==> config.mk <==
export PLATFORM = sky130hd
export DESIGN_NAME = twin_bfly_mr
export DESIGN_NICKNAME = d
export VERILOG_FILES = /design/src/rtl/twin_bfly_pkg.sv /design/src/rtl/bfly_addsub.sv /design/src/rtl/bfly_mul.sv /design/src/rtl/bfly_round_shift.sv /design/src/rtl/twin_bfly_mr.sv
export SDC_FILE = /design/constraint.sdc
export NUM_CORES = 2
export LEC_CHECK = 0
export ABC_AREA = 1
export ABC_CLOCK_PERIOD_IN_PS = 21300
export BUFFER_PORTS_ARGS = -buffer_cell sky130_fd_sc_hd__buf_2
export CAP_MARGIN = 20
export CORE_MARGIN = 2
export CORE_UTILIZATION = 28
export DETAILED_ROUTE_END_ITERATION = 8
export PLACE_DENSITY_LB_ADDON = 0.05
export SLEW_MARGIN = 20
export SYNTH_ARGS = -nofsm -noshare
export SYNTH_HDL_FRONTEND = slang
export SYNTH_SLANG_ARGS = --single-unit
==> constraint.sdc <==
create_clock -name clk -period 21.3 [get_ports clk]
set_input_delay 3.195 -clock clk [delete_from_list [all_inputs] [get_ports clk]]
set_output_delay 3.195 -clock clk [all_outputs]
set_load 0.005 [all_outputs]
==> src/rtl/twin_bfly_pkg.sv <==
package twin_bfly_pkg;

  // Half-LSB rounding bias for a right shift of sh bits; zero for sh == 0.
  function automatic logic [63:0] half_lsb(input int unsigned sh);
    if (sh == 0) return 64'd0;
    return 64'd1 << (sh - 1);
  endfunction

  // Low word of a signed product, returned in a 64-bit container.
  function automatic logic [63:0] prod_lo(input logic signed [63:0] x,
                                          input logic signed [63:0] c);
    return x * c;
  endfunction

endpackage

==> src/rtl/bfly_addsub.sv <==
module bfly_addsub #(
  parameter int W   = 32,
  parameter int SHW = 5
) (
  input  logic                  clk,
  input  logic                  rst_n,
  input  logic                  en,
  input  logic                  v_in,
  input  logic signed [W-1:0]   a,
  input  logic signed [W-1:0]   b,
  input  logic signed [W-1:0]   c,
  input  logic [SHW-1:0]        sh,
  output logic                  v_q,
  output logic signed [W-1:0]   sum_q,
  output logic signed [W-1:0]   dif_q,
  output logic signed [W-1:0]   c_q,
  output logic [SHW-1:0]        sh_q
);

  always_ff @(posedge clk) begin
    if (!rst_n) v_q <= 1'b0;
    else if (en) v_q <= v_in;
  end

  always_ff @(posedge clk) begin
    if (en) begin
      sum_q <= a + b;
      dif_q <= a - b;
      c_q   <= c;
      sh_q  <= sh;
    end
  end

  // with b == 0 both lanes see the same intermediate
  a_r1_zero_b_lanes_match: assert property (@(posedge clk) disable iff (!rst_n)
    (en && v_in && b == '0) |=> (sum_q == dif_q));

endmodule

==> src/rtl/bfly_mul.sv <==
module bfly_mul #(
  parameter int W   = 32,
  parameter int SHW = 5
) (
  input  logic                  clk,
  input  logic                  rst_n,
  input  logic                  en,
  input  logic                  v_in,
  input  logic signed [W-1:0]   sum_in,
  input  logic signed [W-1:0]   dif_in,
  input  logic signed [W-1:0]   c_in,
  input  logic [SHW-1:0]        sh_in,
  output logic                  v_q,
  output logic signed [W-1:0]   psum_q,
  output logic signed [W-1:0]   pdif_q,
  output logic [SHW-1:0]        sh_q
);
  import twin_bfly_pkg::*;

  logic [63:0] psum_full, pdif_full;

  always_comb begin
    psum_full = prod_lo(64'(sum_in), 64'(c_in));
    pdif_full = prod_lo(64'(dif_in), 64'(c_in));
  end

  always_ff @(posedge clk) begin
    if (!rst_n) v_q <= 1'b0;
    else if (en) v_q <= v_in;
  end

  always_ff @(posedge clk) begin
    if (en) begin
      psum_q <= psum_full[W-1:0];
      pdif_q <= pdif_full[W-1:0];
      sh_q   <= sh_in;
    end
  end

  // zero coefficient yields zero products on both lanes
  a_r6_zero_coef: assert property (@(posedge clk) disable iff (!rst_n)
    (en && v_in && c_in == '0) |=> (psum_q == '0 && pdif_q == '0));

endmodule

==> src/rtl/bfly_round_shift.sv <==
module bfly_round_shift #(
  parameter int W   = 32,
  parameter int SHW = 5
) (
  input  logic                  clk,
  input  logic                  rst_n,
  input  logic                  en,
  input  logic                  v_in,
  input  logic signed [W-1:0]   psum_in,
  input  logic signed [W-1:0]   pdif_in,
  input  logic [SHW-1:0]        sh_in,
  output logic                  v_q,
  output logic signed [W-1:0]   rsum_q,
  output logic signed [W-1:0]   rdif_q
);
  import twin_bfly_pkg::*;

  localparam int LANES = 2;

  logic [63:0]         bias_full;
  logic signed [W-1:0] bias;
  logic signed [W-1:0] lane_p   [LANES];
  logic signed [W-1:0] lane_res [LANES];

  always_comb begin
    bias_full = half_lsb(int'(sh_in));
    bias      = bias_full[W-1:0];
    lane_p[0] = psum_in;
    lane_p[1] = pdif_in;
  end

  for (genvar g = 0; g < LANES; g++) begin : g_lane
    logic signed [W-1:0] rounded;
    always_comb begin
      rounded     = lane_p[g] + bias;
      lane_res[g] = rounded >>> sh_in;
    end
  end

  always_ff @(posedge clk) begin
    if (!rst_n) v_q <= 1'b0;
    else if (en) v_q <= v_in;
  end

  always_ff @(posedge clk) begin
    if (en) begin
      rsum_q <= lane_res[0];
      rdif_q <= lane_res[1];
    end
  end

  // no shift means the raw low product word passes through
  a_r4_sh0_passthru: assert property (@(posedge clk) disable iff (!rst_n)
    (en && v_in && sh_in == '0) |=> (rsum_q == $past(psum_in) && rdif_q == $past(pdif_in)));

  // a full-width shift leaves only sign copies
  a_r5_max_shift_sign: assert property (@(posedge clk) disable iff (!rst_n)
    (en && v_in && sh_in == SHW'(W-1)) |=>
      ((rsum_q == '0 || rsum_q == '1) && (rdif_q == '0 || rdif_q == '1)));

endmodule

==> src/rtl/twin_bfly_mr.sv <==
module twin_bfly_mr #(
  parameter int W = 32,
  localparam int SHW = $clog2(W)
) (
  input  logic                 clk,
  input  logic                 rst_n,
  input  logic                 in_valid,
  output logic                 in_ready,
  input  logic signed [W-1:0]  in_a,
  input  logic signed [W-1:0]  in_b,
  input  logic signed [W-1:0]  in_c,
  input  logic [SHW-1:0]       in_sh,
  output logic                 out_valid,
  input  logic                 out_ready,
  output logic signed [W-1:0]  out_sum,
  output logic signed [W-1:0]  out_dif
);

  // whole pipe advances together unless the output slot is held
  logic adv;
  logic accept;
  assign adv      = !out_valid || out_ready;
  assign in_ready = adv;
  assign accept   = in_valid && adv;

  logic                s1_v, s2_v;
  logic signed [W-1:0] s1_sum, s1_dif, s1_c;
  logic [SHW-1:0]      s1_sh, s2_sh;
  logic signed [W-1:0] s2_psum, s2_pdif;

  bfly_addsub #(.W(W), .SHW(SHW)) u_addsub (
    .clk(clk), .rst_n(rst_n), .en(adv), .v_in(in_valid),
    .a(in_a), .b(in_b), .c(in_c), .sh(in_sh),
    .v_q(s1_v), .sum_q(s1_sum), .dif_q(s1_dif), .c_q(s1_c), .sh_q(s1_sh)
  );

  bfly_mul #(.W(W), .SHW(SHW)) u_mul (
    .clk(clk), .rst_n(rst_n), .en(adv), .v_in(s1_v),
    .sum_in(s1_sum), .dif_in(s1_dif), .c_in(s1_c), .sh_in(s1_sh),
    .v_q(s2_v), .psum_q(s2_psum), .pdif_q(s2_pdif), .sh_q(s2_sh)
  );

  bfly_round_shift #(.W(W), .SHW(SHW)) u_rsh (
    .clk(clk), .rst_n(rst_n), .en(adv), .v_in(s2_v),
    .psum_in(s2_psum), .pdif_in(s2_pdif), .sh_in(s2_sh),
    .v_q(out_valid), .rsum_q(out_sum), .rdif_q(out_dif)
  );

  // a held result stays put
  a_r8_stall_hold: assert property (@(posedge clk) disable iff (!rst_n)
    (out_valid && !out_ready) |=> (out_valid && $stable(out_sum) && $stable(out_dif)));

  // an accepted operation reaches the multiply stage next cycle
  a_r7_accept_flows: assert property (@(posedge clk) disable iff (!rst_n)
    accept |=> s1_v);

  // a valid multiply-stage entry that advances becomes an output
  a_r7_stage_to_out: assert property (@(posedge clk) disable iff (!rst_n)
    (s2_v && adv) |=> out_valid);

endmodule

==> flow_summary.yaml <==
status:
  outcome: "completed"
critical_path:
  worstPathRequired_ns: 21.65
  crit_path_start_kind: "register"
  r2r-start: "u_addsub.c_q[0]"
  path_class: "reg2reg"
  cp.arrival_ns: 7.97
  reg2reg_depth: 27
  reg2reg_slack_ns: 13.68
  crit_top_cell: "fa_1"
  cp_slowest_cell: "buf_4"
  r2r-end: "u_mul.psum_q[29]"
  endpoint_kind: "register"
  crit_fanout: 40
  critPathMaxStageDelay_ns: 0.62
route:
  via_per_inst: 4.43
  antenna_left: 0
  first_pass_iters: 6
  routed_wl_um: 187000
  vias: 42700
  drt_iter0_drc: 2107
  drc: 0
  routedWlPerCell_um: 19.4
synth:
  ys_seq_area_share_pct: 13.2
  yosys_warnings: 0
  synth_top_area_share_pct: 30.9
  synth-edff-count: 232
  synth.avg_cell_area_sq_um: 7.43
  ys.flop_type: "edfxtp_1"
  synth_commonest_cells: "2011 x nand2_1, 1926 x inv_1, 820 x fa_1, 478 x nand3_1, 425 x ha_1"
  synth_area_leader_cell: "fa_1"
  synth_most_common_cell: "nand2_1"
  synth_seq_cells: 235
  synthesis.nets: 8494
  ys_types: 59
  synth_cells: 7144
  async_reset_ff_share_pct: 0
  synth_area_leaders: "fa_1 31%, nand2_1 14%, inv_1 14%"
  synth_area_sq_um: 53000
layout:
  drive_above_1_share_pct: 5.28
  fin_nets: 8475
  num_antenna_cells: 0
  syn2layout_area_growth_pct: 8.35
sta:
  fin_skew_ns: 0.0402
  setup_viol: 0
  rsz0062_at_grt: "no"
  tightestPinTransition_ns: 1.09
  fin_crit_sh_pct: 35.8
  max_freq_mhz: 131
  period_minus_slack_ns: 7.62
  drv_slew: 0
  finalSetupTns_ns: 0
  finalHoldViolCount: 0
  maxSlewHeadroom_pct: 27.0
clocking:
  clk_pin_slew_ns: 0.05
  cts.sinks: 235
  cts-resized-gates: 0
  postCtsHoldBufs: 0
  cts-buffers-inserted: 36
  clk_latency_ns: 0.64
  cts_buffer_depth: 3
  cts_root_buffer: "clkbuf_16"
  post_cts_buffers: 0
  htreeDepth: 2
  cts_tree: "built"
floorplanning:
  fp-row-count: 159
  io_pins: 171
  die_width_um: 439
  fp.coreArea_sq_um: 188000
  die_h_um: 439
  initial_core_util_pct: 28.2
  dieArea_sq_um: 193000
flow_run:
  maxCapViolCount: 0
min_path:
  hold_end: "u_mul.sh_q[2]"
  holdPathStages: 0
  min_path_type: "reg2reg"
  min_from: "u_addsub.sh_q[2]"
global_route:
  grt_pass1_wl_um: 286000
  antenna_found_initial: 1
  gr-total-overflow: 0
  grt_max_degree: 72
  grt_usage_pct: 19.7
  first_global_vias: 45700
placed_design:
  place.gp.congestion: 0.868
  io_buffers: 170
  dp_hpwl_um: 151000
==> cell type report <==
class / instances / area [sq um]
repair buffers: 236 / 1380
inverters: 1939 / 7290
clock buffers: 41 / 920
well taps: 2495 / 3120
flip-flops and latches: 235 / 7030
clock inverters: 25 / 209
multi-input cells: 4677 / 37500
fillers: 20600 / 131000
==> logic make-up after synthesis <==
kind of cell	count (synthesis)	synth area share (%)
AO/OA/AOI/OAI	353	3.79
multiplexers	2	0.0377
adder cells (fa/ha/maj)	1245	41.0
AND/OR/NAND/NOR	2855	22.3
XOR/XNOR	222	3.68
buffers and inverters	2232	16.0
flip-flops	235	13.2
==> worst max-delay path, delay by kind of cell (launching register included) <==
family / cells / cell delay [ns]
AOI/OAI and AO/OA: 2 / 0.40
xor gates and xnor gates: 1 / 0.14
buffers and inverters: 8 / 1.34
DFF: 1 / 0.33
adders and majority gates: 9 / 4.17
and+or+nand+nor: 7 / 0.88
==> layout by cell type, fill, tap and decap left out, types with 8 or more instances in the layout <==
cell type / Yosys / routed
nand2_1: 2011 / 2011
inv_1: 1926 / 1924
fa_1: 820 / 820
nand3_1: 478 / 478
ha_1: 425 / 425
edfxtp_1: 232 / 232
nor2_1: 212 / 212
a21oi_1: 172 / 172
buf_2: 47 / 170
xor2_1: 139 / 139
o21ai_0: 87 / 87
xnor2_1: 82 / 82
buf_4: 5 / 63
nand4_1: 38 / 38
clkbuf_16: 0 / 36
o211ai_1: 20 / 20
nand3b_1: 18 / 18
nor3_1: 17 / 17
nand2_2: 16 / 16
a31oi_1: 14 / 14
inv_2: 10 / 11
or2_2: 10 / 10
o21bai_1: 10 / 10
clkinv_1: 2 / 9
nor2_2: 9 / 9
o21ai_1: 9 / 9
a21o_1: 9 / 9
a21oi_2: 8 / 8
==> registers in the layout (all words and copies together), names as in the netlist <==
register        flops
u_addsub.c_q       32
u_addsub.dif_q     32
u_mul.pdif_q       32
u_rsh.rdif_q       32
u_rsh.rsum_q       32
u_addsub.sum_q     31
u_mul.psum_q       31
u_addsub.sh_q       5
u_mul.sh_q          5
u_addsub.v_q        1
u_mul.v_q           1
u_rsh.v_q           1
==> routing by layer <==
metal | track usage (%) | wire (um) | up-vias
met3 | 1.52 | 4580 | 138
met4 | 4.35 | 4410 | 0
met1 | 25.4 | 83900 | 21000
li1 | - | - | 20900
met5 | 0 | 0 | -
met2 | 35.7 | 94500 | 622
==> per-stage QoR <==
stage / setup slack [ns] / instances / hold WS (ns) / area, sq um / util [%]
after floorplan: 10.32 / 7144 / 0.400 / 53000 / -
after global placement: 13.75 / 9579 / 0.404 / 56300 / 29.9
after detailed placement: 13.68 / 9581 / 0.407 / 56300 / 30.0
after CTS: 13.65 / 9647 / 0.421 / 57500 / 30.6
after global routing: 13.22 / 9648 / 0.421 / 57500 / 30.6
final: 13.68 / 9648 / 0.417 / 57500 / 30.6
==> how the worst max path moves through the flow <==
stage,slack (ns),from,end
2_1_floorplan,10.32,out_ready,in_ready
3_3_place_gp,13.75,u_addsub.c_q[0],u_mul.psum_q[29]
3_5_place_dp,13.68,u_addsub.c_q[0],u_mul.psum_q[29]
4_1_cts,13.65,u_addsub.c_q[0],u_mul.psum_q[29]
5_1_grt,13.22,u_addsub.c_q[2],u_mul.psum_q[29]
6_report,13.68,u_addsub.c_q[0],u_mul.psum_q[29]
Power is left out: the tool's default activity adds up to more than one toggle a clock period on the data nets, which glitch-free logic cannot reach.
